## config.mk

```make
export PLATFORM = sky130hd
export DESIGN_NAME = pipe_snapshot
export DESIGN_NICKNAME = d
export VERILOG_FILES = /design/src/rtl/snap_pkg.sv /design/src/rtl/snap_trig.sv /design/src/rtl/snap_rdport.sv /design/src/rtl/pipe_snapshot.sv
export SDC_FILE = /design/constraint.sdc
export NUM_CORES = 1
export LEC_CHECK = 0
export ABC_AREA = 1
export BUFFER_PORTS_ARGS = -buffer_cell sky130_fd_sc_hd__buf_2
export CAP_MARGIN = 20
export CORE_ASPECT_RATIO = 1.4
export CORE_MARGIN = 2
export CORE_UTILIZATION = 59
export CTS_CLUSTER_SIZE = 24
export DETAILED_ROUTE_END_ITERATION = 12
export PLACE_DENSITY = 0.87
export SYNTH_ARGS = -nofsm -noshare
export SYNTH_HDL_FRONTEND = slang
export SYNTH_SLANG_ARGS = --single-unit
```

## constraint.sdc

```tcl
create_clock -name clk_i -period 4.55 [get_ports clk_i]
set_clock_uncertainty 0.2 [all_clocks]
set_input_delay 0.2275 -clock clk_i [delete_from_list [all_inputs] [get_ports clk_i]]
set_output_delay 0.2275 -clock clk_i [all_outputs]
set_load 0.005 [all_outputs]
```

## src/rtl/snap_pkg.sv

```systemverilog
package snap_pkg;
  localparam int PIX_W  = 8;
  localparam int DAC_W  = 10;
  localparam int BYTE_W = 8;
  localparam int STAT_W = 3;

  typedef enum logic [1:0] {
    SEL_PIX  = 2'd0,
    SEL_DAC  = 2'd1,
    SEL_STAT = 2'd2,
    SEL_NONE = 2'd3
  } reg_sel_e;

  typedef struct packed {
    logic [PIX_W-1:0] r;
    logic [PIX_W-1:0] g;
    logic [PIX_W-1:0] b;
  } pix_t;

  typedef struct packed {
    logic [DAC_W-1:0] r;
    logic [DAC_W-1:0] g;
    logic [DAC_W-1:0] b;
  } dac_t;
endpackage

```

## src/rtl/snap_trig.sv

```systemverilog
module snap_trig #(
  parameter int DELAY = 4
) (
  input  logic clk_i,
  input  logic rst_ni,
  input  logic mark_i,
  input  logic fall_i,
  output logic trig_o,
  output logic late_o
);
  logic             prev_q;
  logic [DELAY-1:0] pipe_q;

  assign trig_o = fall_i ? (prev_q & ~mark_i) : (~prev_q & mark_i);
  assign late_o = pipe_q[DELAY-1];

  always_ff @(posedge clk_i or negedge rst_ni) begin
    if (!rst_ni) prev_q <= 1'b0;
    else         prev_q <= mark_i;
  end

  // trigger travels alongside the pixel to the DAC stage
  generate
    if (DELAY == 1) begin : g_one
      always_ff @(posedge clk_i or negedge rst_ni) begin
        if (!rst_ni) pipe_q <= '0;
        else         pipe_q <= trig_o;
      end
    end else begin : g_many
      always_ff @(posedge clk_i or negedge rst_ni) begin
        if (!rst_ni) pipe_q <= '0;
        else         pipe_q <= {pipe_q[DELAY-2:0], trig_o};
      end
    end
  endgenerate


  trig_pol_chk: assert property (@(posedge clk_i) disable iff (!rst_ni)
    trig_o |-> (mark_i == !fall_i));


  trig_edge_chk: assert property (@(posedge clk_i) disable iff (!rst_ni)
    trig_o |=> !trig_o || (fall_i != $past(fall_i)));
endmodule

```

## src/rtl/snap_rdport.sv

```systemverilog
module snap_rdport
  import snap_pkg::*;
(
  input  logic              clk_i,
  input  logic              rst_ni,
  input  logic [1:0]        sel_i,
  input  logic              wr_i,
  input  logic              rd_i,
  input  logic              wide_i,
  input  pix_t              pix_i,
  input  dac_t              dac_i,
  input  logic [BYTE_W-1:0] stat_i,
  output logic [BYTE_W-1:0] data_o
);
  localparam int PIX_LAST  = 2;
  localparam int DAC_WLAST = 5;
  localparam int DAC_NLAST = 2;
  localparam int PAD_W     = 2 * BYTE_W - DAC_W;

  logic [1:0]       pix_ptr_q;
  logic [2:0]       dac_ptr_q;
  logic [2:0]       dac_last;
  logic [DAC_W-1:0] col_sel;

  assign dac_last = wide_i ? 3'(DAC_WLAST) : 3'(DAC_NLAST);

  function automatic logic [DAC_W-1:0] pick(dac_t d, logic [1:0] idx);
    case (idx)
      2'd0:    return d.r;
      2'd1:    return d.g;
      default: return d.b;
    endcase
  endfunction

  always_ff @(posedge clk_i or negedge rst_ni) begin
    if (!rst_ni) begin
      pix_ptr_q <= '0;
      dac_ptr_q <= '0;
    end else if (wr_i) begin
      if (sel_i == SEL_PIX) pix_ptr_q <= '0;
      if (sel_i == SEL_DAC) dac_ptr_q <= '0;
    end else if (rd_i) begin
      if (sel_i == SEL_PIX)
        pix_ptr_q <= (pix_ptr_q >= 2'(PIX_LAST)) ? 2'd0 : pix_ptr_q + 2'd1;
      if (sel_i == SEL_DAC)
        dac_ptr_q <= (dac_ptr_q >= dac_last) ? 3'd0 : dac_ptr_q + 3'd1;
    end
  end

  always_comb begin
    data_o  = '0;
    col_sel = wide_i ? pick(dac_i, dac_ptr_q[2:1]) : pick(dac_i, dac_ptr_q[1:0]);
    case (sel_i)
      SEL_PIX: begin
        case (pix_ptr_q)
          2'd0:    data_o = pix_i.r;
          2'd1:    data_o = pix_i.g;
          default: data_o = pix_i.b;
        endcase
      end
      SEL_DAC: begin
        if (wide_i && dac_ptr_q[0]) data_o = {{PAD_W{1'b0}}, col_sel[DAC_W-1:BYTE_W]};
        else                        data_o = col_sel[BYTE_W-1:0];
      end
      SEL_STAT: data_o = stat_i;
      default:  data_o = '0;
    endcase
  end


  pix_ptr_range_chk: assert property (@(posedge clk_i) disable iff (!rst_ni)
    pix_ptr_q <= 2'(PIX_LAST));


  dac_ptr_range_chk: assert property (@(posedge clk_i) disable iff (!rst_ni)
    dac_ptr_q <= 3'(DAC_WLAST));


  ptr_rewind_chk: assert property (@(posedge clk_i) disable iff (!rst_ni)
    (wr_i && sel_i == SEL_DAC) |=> (dac_ptr_q == '0));
endmodule

```

## src/rtl/pipe_snapshot.sv

```systemverilog
module pipe_snapshot
  import snap_pkg::*;
#(
  parameter int DELAY = 4
) (
  input  logic              clk_i,
  input  logic              rst_ni,
  input  logic [PIX_W-1:0]  red_i,
  input  logic [PIX_W-1:0]  green_i,
  input  logic [PIX_W-1:0]  blue_i,
  input  logic              trig_fall_i,
  input  logic [DAC_W-1:0]  dac_red_i,
  input  logic [DAC_W-1:0]  dac_green_i,
  input  logic [DAC_W-1:0]  dac_blue_i,
  input  logic              sync_i,
  input  logic              blank_i,
  input  logic              intens_i,
  input  logic              wide_mode_i,
  input  logic [1:0]        reg_sel_i,
  input  logic              sel_wr_i,
  input  logic              rd_stb_i,
  output logic [BYTE_W-1:0] rd_data_o
);
  localparam int STAT_PAD = BYTE_W - STAT_W;
  localparam int TOP_W    = DAC_W - BYTE_W;

  logic              trig, late;
  pix_t              pix_q;
  dac_t              dac_q, dac_in;
  logic [BYTE_W-1:0] stat_q;

  function automatic logic [DAC_W-1:0] narrow(logic [DAC_W-1:0] c, logic wide);
    return wide ? c : {{TOP_W{1'b0}}, c[BYTE_W-1:0]};
  endfunction

  assign dac_in.r = narrow(dac_red_i,   wide_mode_i);
  assign dac_in.g = narrow(dac_green_i, wide_mode_i);
  assign dac_in.b = narrow(dac_blue_i,  wide_mode_i);

  snap_trig #(.DELAY(DELAY)) u_trig (
    .clk_i  (clk_i),
    .rst_ni (rst_ni),
    .mark_i (red_i[PIX_W-1]),
    .fall_i (trig_fall_i),
    .trig_o (trig),
    .late_o (late)
  );

  always_ff @(posedge clk_i or negedge rst_ni) begin
    if (!rst_ni) begin
      pix_q  <= '0;
      dac_q  <= '0;
      stat_q <= '0;
    end else begin
      if (trig) pix_q <= '{r: red_i, g: green_i, b: blue_i};
      if (late) begin
        dac_q  <= blank_i ? dac_in : '0;
        stat_q <= {{STAT_PAD{1'b0}}, intens_i, blank_i, sync_i};
      end
    end
  end

  snap_rdport u_rd (
    .clk_i  (clk_i),
    .rst_ni (rst_ni),
    .sel_i  (reg_sel_i),
    .wr_i   (sel_wr_i),
    .rd_i   (rd_stb_i),
    .wide_i (wide_mode_i),
    .pix_i  (pix_q),
    .dac_i  (dac_q),
    .stat_i (stat_q),
    .data_o (rd_data_o)
  );


  pix_hold_chk: assert property (@(posedge clk_i) disable iff (!rst_ni)
    !trig |=> $stable(pix_q));


  blank_zero_chk: assert property (@(posedge clk_i) disable iff (!rst_ni)
    !stat_q[1] |-> (dac_q == '0));


  stat_pad_chk: assert property (@(posedge clk_i) disable iff (!rst_ni)
    stat_q[BYTE_W-1:STAT_W] == '0);


  narrow_top_chk: assert property (@(posedge clk_i) disable iff (!rst_ni)
    (late && !wide_mode_i) |=> (dac_q.r[DAC_W-1:BYTE_W] == '0 &&
                                dac_q.g[DAC_W-1:BYTE_W] == '0 &&
                                dac_q.b[DAC_W-1:BYTE_W] == '0));
endmodule

```

Yosys cells after proc, flatten, opt, wreduce, memory -nomap -nowiden
Cells that the tools add are included.
{"block": "classes", "addsub": 2, "n_mul": 0, "div_mod_pow": 0, "n_lt_le_gt_ge": 2, "eq_ne": 5, "shifts": 0, "mux": 22, "bitwise": 4, "n_reduce_logical": 8}
{"cell": "10-bit 2-to-1 mux", "n": 4}
{"cell": "10-bit one-hot mux with 2 select lines", "n": 2}
{"cell": "30-bit 2-to-1 mux", "n": 1}
{"cell": "8-bit one-hot mux with 3 select lines", "n": 1}
{"cell": "3-bit 2-to-1 mux", "n": 6}
{"cell": "8-bit one-hot mux with 2 select lines", "n": 1}
{"cell": "2-bit 2-to-1 mux", "n": 5}
{"cell": "2-bit by 1-bit == test with 1-bit output, second input constant", "n": 4}
{"cell": "2-bit logical NOT", "n": 4}
{"cell": "8-bit 2-to-1 mux", "n": 1}
{"cell": "2-bit AND reduction", "n": 2}
{"cell": "3-bit by 1-bit adder with 3-bit output, second input constant", "n": 1}
{"cell": "3-bit greater-or-equal comparator", "n": 1}
{"cell": "2-bit by 1-bit adder with 2-bit output, second input constant", "n": 1}
{"cell": "1-bit AND", "n": 2}
{"cell": "2-bit == test, second input constant", "n": 1}
{"cell": "2-bit greater-or-equal comparator, second input constant", "n": 1}
{"cell": "1-bit NOT", "n": 2}
{"cell": "2-bit nonzero test", "n": 1}
{"cell": "1-bit logical AND", "n": 1}
{"cell": "1-bit 2-to-1 mux", "n": 1}
{"block": "totals", "ff_bits": 67, "latch_bits": 0, "mem_bits_rw": 0, "rom_bits": 0, "inputBits": 65, "mem_count": 0}

Longest topological paths before layout
{"block": "logic_depth", "word_depth": 6, "mapped_depth": 12, "mapped_depth_nobuf": 10}

By module
Synthesis repeated with hierarchy kept, for this count alone.
{"block": "hier_totals", "cells_unflattened": 484, "area_unflattened_um2": 3641.0}
{"module": "pipe_snapshot", "instances": 1, "cells_per_inst": 244, "area_each_um2": 2243.4, "seq_area_each_um2": 1426.4}
{"module": "snap_rdport", "instances": 1, "cells_per_inst": 229, "area_each_um2": 1247.4, "seq_area_each_um2": 125.1}
{"module": "snap_trig", "instances": 1, "cells_per_inst": 11, "area_each_um2": 150.1, "seq_area_each_um2": 125.1}

Worst setup path after synthesis
OpenSTA, ideal clock, no wires.
{"block": "synth_timing", "path_kind": "register -> output", "start": "register u_rd.dac_ptr_q[1]", "end": "output port rd_data_o[5]", "arrival_ps": 1502, "required_ps": 4123, "path_slack_ps": 2620, "path_stages_with_launch": 10, "path_buffers": 2, "cell_sequence": "dfrtp_1 > buf_2 > inv_1 > ha_1 > buf_2 > nor2_4 > nand2_1 > o211ai_1 > nand2_1 > o21ai_0"}
{"block": "synth_via", "elab_chain_cells": 5, "word_cells_on_any_way": 9, "cone_classes": "eq/ne: 2; mux: 5; reduce/logical: 2"}
{"item": "start: declaration", "line_no": "snap_rdport.sv:21", "source": "logic [2:0] dac_ptr_q;"}
{"item": "start signal: assignment", "line_no": "snap_rdport.sv:46", "source": "dac_ptr_q <= (dac_ptr_q >= dac_last) ? 3'd0 : dac_ptr_q + 3'd1;"}
{"item": "2-bit by 1-bit == test with 1-bit output or 2-bit logical NOT (tied branches)", "line_no": "snap_rdport.sv:28", "source": "case (idx)"}
{"item": "10-bit one-hot mux with 2 select lines", "line_no": "snap_rdport.sv:28"}
{"item": "10-bit 2-to-1 mux *", "line_no": "snap_rdport.sv:52", "source": "col_sel = wide_i ? pick(dac_i, dac_ptr_q[2:1]) : pick(dac_i, dac_ptr_q[1:0]);"}
{"item": "8-bit 2-to-1 mux *", "line_no": "snap_rdport.sv:62", "source": "if (wide_i && dac_ptr_q[0]) data_o = {{PAD_W{1'b0}}, col_sel[DAC_W-1:BYTE_W]};"}
{"item": "8-bit one-hot mux with 3 select lines *", "line_no": "snap_rdport.sv:53", "source": "case (sel_i)"}
{"item": "end: declaration", "line_no": "pipe_snapshot.sv:22", "source": "output logic [BYTE_W-1:0] rd_data_o"}
Every way passes the cells marked *; elsewhere a longest branch is shown, timed or not.

Worst setup path after layout
{"block": "layout_timing", "start": "register u_rd.dac_ptr_q[1]", "end": "output port rd_data_o[6]"}
The elaborated chain is that of the path after synthesis.

==> run summary <==
Status: finished, final reports clean
R2R Path Start: u_rd.dac_ptr_q[2]$_DFFE_PN0P_
Worst Path Buf+Inv: 3
Worst setup SP type: register
CP top delay family: flip-flops
Start point of the worst min-delay path: sel_wr_i
Synth-to-Final Area Change: 33.3%
Prevailing post-synth register cell: dfrtp_1
WL per Instance: 15.5 um
DR vias: 3,638
Syn nets: 532
Die Y: 95.9 um
Crit path arrival time: 2340 ps
I/O Pins: 73
Setup crit start: u_rd.dac_ptr_q[1]$_DFFE_PN0P_
CP max stage delay: 640 ps
Mapped Cells: 460
Sequential share of the synthesized area: 0.471
Synth warn: 0
Synth Cell Area: 0.00356 mm^2
Die ar.: 0.00667 mm^2
Clock period minus worst slack: 2770 ps
Worst endpoint required time: 4120 ps
Clk root buf: clkbuf_8
Number of cells on the critical path: 10
Commonest non-fill, non-tap cell in the layout: nand2_1
Final core utilization: 0.809
Worst-path fanout max: 12
EDFF count, synth: 0
Max VDD drop: 0.451 mV
Reg-to-reg critical path endpoint: u_rd.dac_ptr_q[0]$_DFFE_PN0P_
Worst-Margin Slew: 628 ps
Grt ovf: 0
Synth Register Bits: 67
Layout cells sized above 1: 0.169
FF-to-FF path depth: 6
Unique masters post-synth: 28
Asr flop ratio synth: 1.00
Setup ws final: 1780 ps
CP endpoint kind: output port
Final setup fails: 0
CTS tree: yes
Power Total: 1.88 mW
Crit path capture: rd_data_o[6]
Slew Limit Fails: 0
Worst Hold Class: in2reg
ANT nets after route: 0
Vias in the first global route: 3,627
Detailed-route DRC error count: 0
Final wirelength: 10,200 um
Post-Syn Area per Cell: 7.73 um^2
Total CTS buffers: 9
Power Dens Cells: 396 mW/mm^2
Site row count: 33
Die width: 69.6 um
Hold_ws: 51.3 ps
Hold Vio Cnt, Final: 0
Fin Setup TNS: 0 ps
Dpl ws: 2230 ps
Slowest cell on crit path: dfrtp_1
Clock Sinks: 67
Core ar.: 0.00586 mm^2
Largest net degree at the start of global routing: 45
GRT Total Usage: 0.327
Placer Congestion: 0.935
Nets@finish: 654
Cells along the critical path: inv_1, ha_1, nor2_4, inv_1, nor2_1, o21ai_0, nand2_1, nand2_1, nand2_1, buf_2
WS Path Type: reg2out
Number of setup buffers added after CTS: 0
Worst-Skew Late Latency: 360 ps
Clk slew on worst S/H paths: 70 ps
DR pass1 iterations: 5
Fillers: 397
Initial antenna violation count: 0
Clock Tree Buf Depth: 2
Post-DP HPWL: 6230 um
Top achievable clock speed: 0.361 GHz
ANT cells: 0
Tcrit/Tclk final: 0.608
Lkg Pwr: 2.40 nW
Starting Density: 0.607
Max_cap viols: 0
Number of H-tree levels: 3
Detailed Route Iter0 Violations: 258
RSZ-0062 raised after global routing: false
First-pass GRT wire length: 16,900 um
Most frequent cells in the layout: nand2_1, buf_2, dfrtp_1
Crit-path most repeated cell: nand2_1
# port buffers: 72
Vias/cell: 5.54
Max_slew headroom: 0.582
Worst R2R Setup Slack: 2640 ps
[cell families after synthesis]
| family | share of synthesized area |
|---|---|
| compound gates | 0.149 |
| fa+ha+maj | 0.0246 |
| flops | 0.471 |
| buf+inv | 0.105 |
| simple gates | 0.249 |
[state kept, by name, summed over array words and instances, names as in the netlist]
register	cells
pix_q	24
u_trig.pipe_q	4
dac_q	30
u_trig.prev_q	1
u_rd.dac_ptr_q	3
stat_q	3
u_rd.pix_ptr_q	2
[metal layers]
layer,track usage,wire (um)
met1,0.364,3900
met5,0,0
met2,0.597,5400
met3,0.0733,546
met4,0.159,344
[per-stage QoR]
step / instances / instance area [um^2]
detailed placement: 583 / 3900
global placement: 583 / 3900
finish: 657 / 4740
CTS: 657 / 4740
floorplan: 460 / 3560
global route: 657 / 4740
[timing repair]
action                                  in CTS  in global routing
gates resized for setup                      0                  0
endpoints found under the setup margin       0                  0
hold buffers                                58                  0
endpoints found under the hold margin       84                  0
[report_power, final]
| group | switching, mW | leakage, nW | internal, mW |
|---|---|---|---|
| combinational | 0.278 | 1.41 | 0.191 |
| sequential | 0.0659 | 0.856 | 0.680 |
| clock | 0.243 | 0.131 | 0.421 |
| total | 0.587 | 2.40 | 1.29 |
[cell usage after synthesis, drive strengths merged (3+ instances only)]
master | n | area (um^2)
nand3 | 57 | 285
o22ai | 8 | 50.1
inv | 65 | 246
clkbuf | 11 | 41.3
o211ai | 6 | 45.0
nand2 | 129 | 503
nor2 | 15 | 71.3
buf | 10 | 82.6
ha | 7 | 87.6
a21oi | 13 | 65.1
o21ai | 58 | 305
dfrtp | 67 | 1680
a31oi | 3 | 18.8
[worst min-delay path by stage]
stage	to	slack, ps	cells past startpoint
after floorplan	dac_q[0]$_DFFE_PN0P_	-270	0
after global placement	dac_q[6]$_DFFE_PN0P_	70	1
after detailed placement	dac_q[2]$_DFFE_PN0P_	80	1
after CTS	u_rd.dac_ptr_q[1]$_DFFE_PN0P_	60	4
after global routing	u_rd.dac_ptr_q[1]$_DFFE_PN0P_	70	4
final	u_rd.dac_ptr_q[1]$_DFFE_PN0P_	50	4
[worst register-to-register path: cells and delay by family, from the launching register on]
kind                       cells  cell delay (ps)
AOI/OAI and AO/OA              2              300
adders and majority gates      1              380
DFF                            1              700
and+or+nand+nor                3              270
[layout make-up]
class                      instances  area [um^2]  area share
clock buffer                      10          128      0.0269
tap                               70         87.6      0.0185
clock inverter                     6          138      0.0290
timing repair buffer             132          956       0.202
sequential                        67         1680       0.354
multi-input combinational        306         1510       0.318
inverter                          66          250      0.0528
No activity file was read; power rests on OpenSTA's default activity.
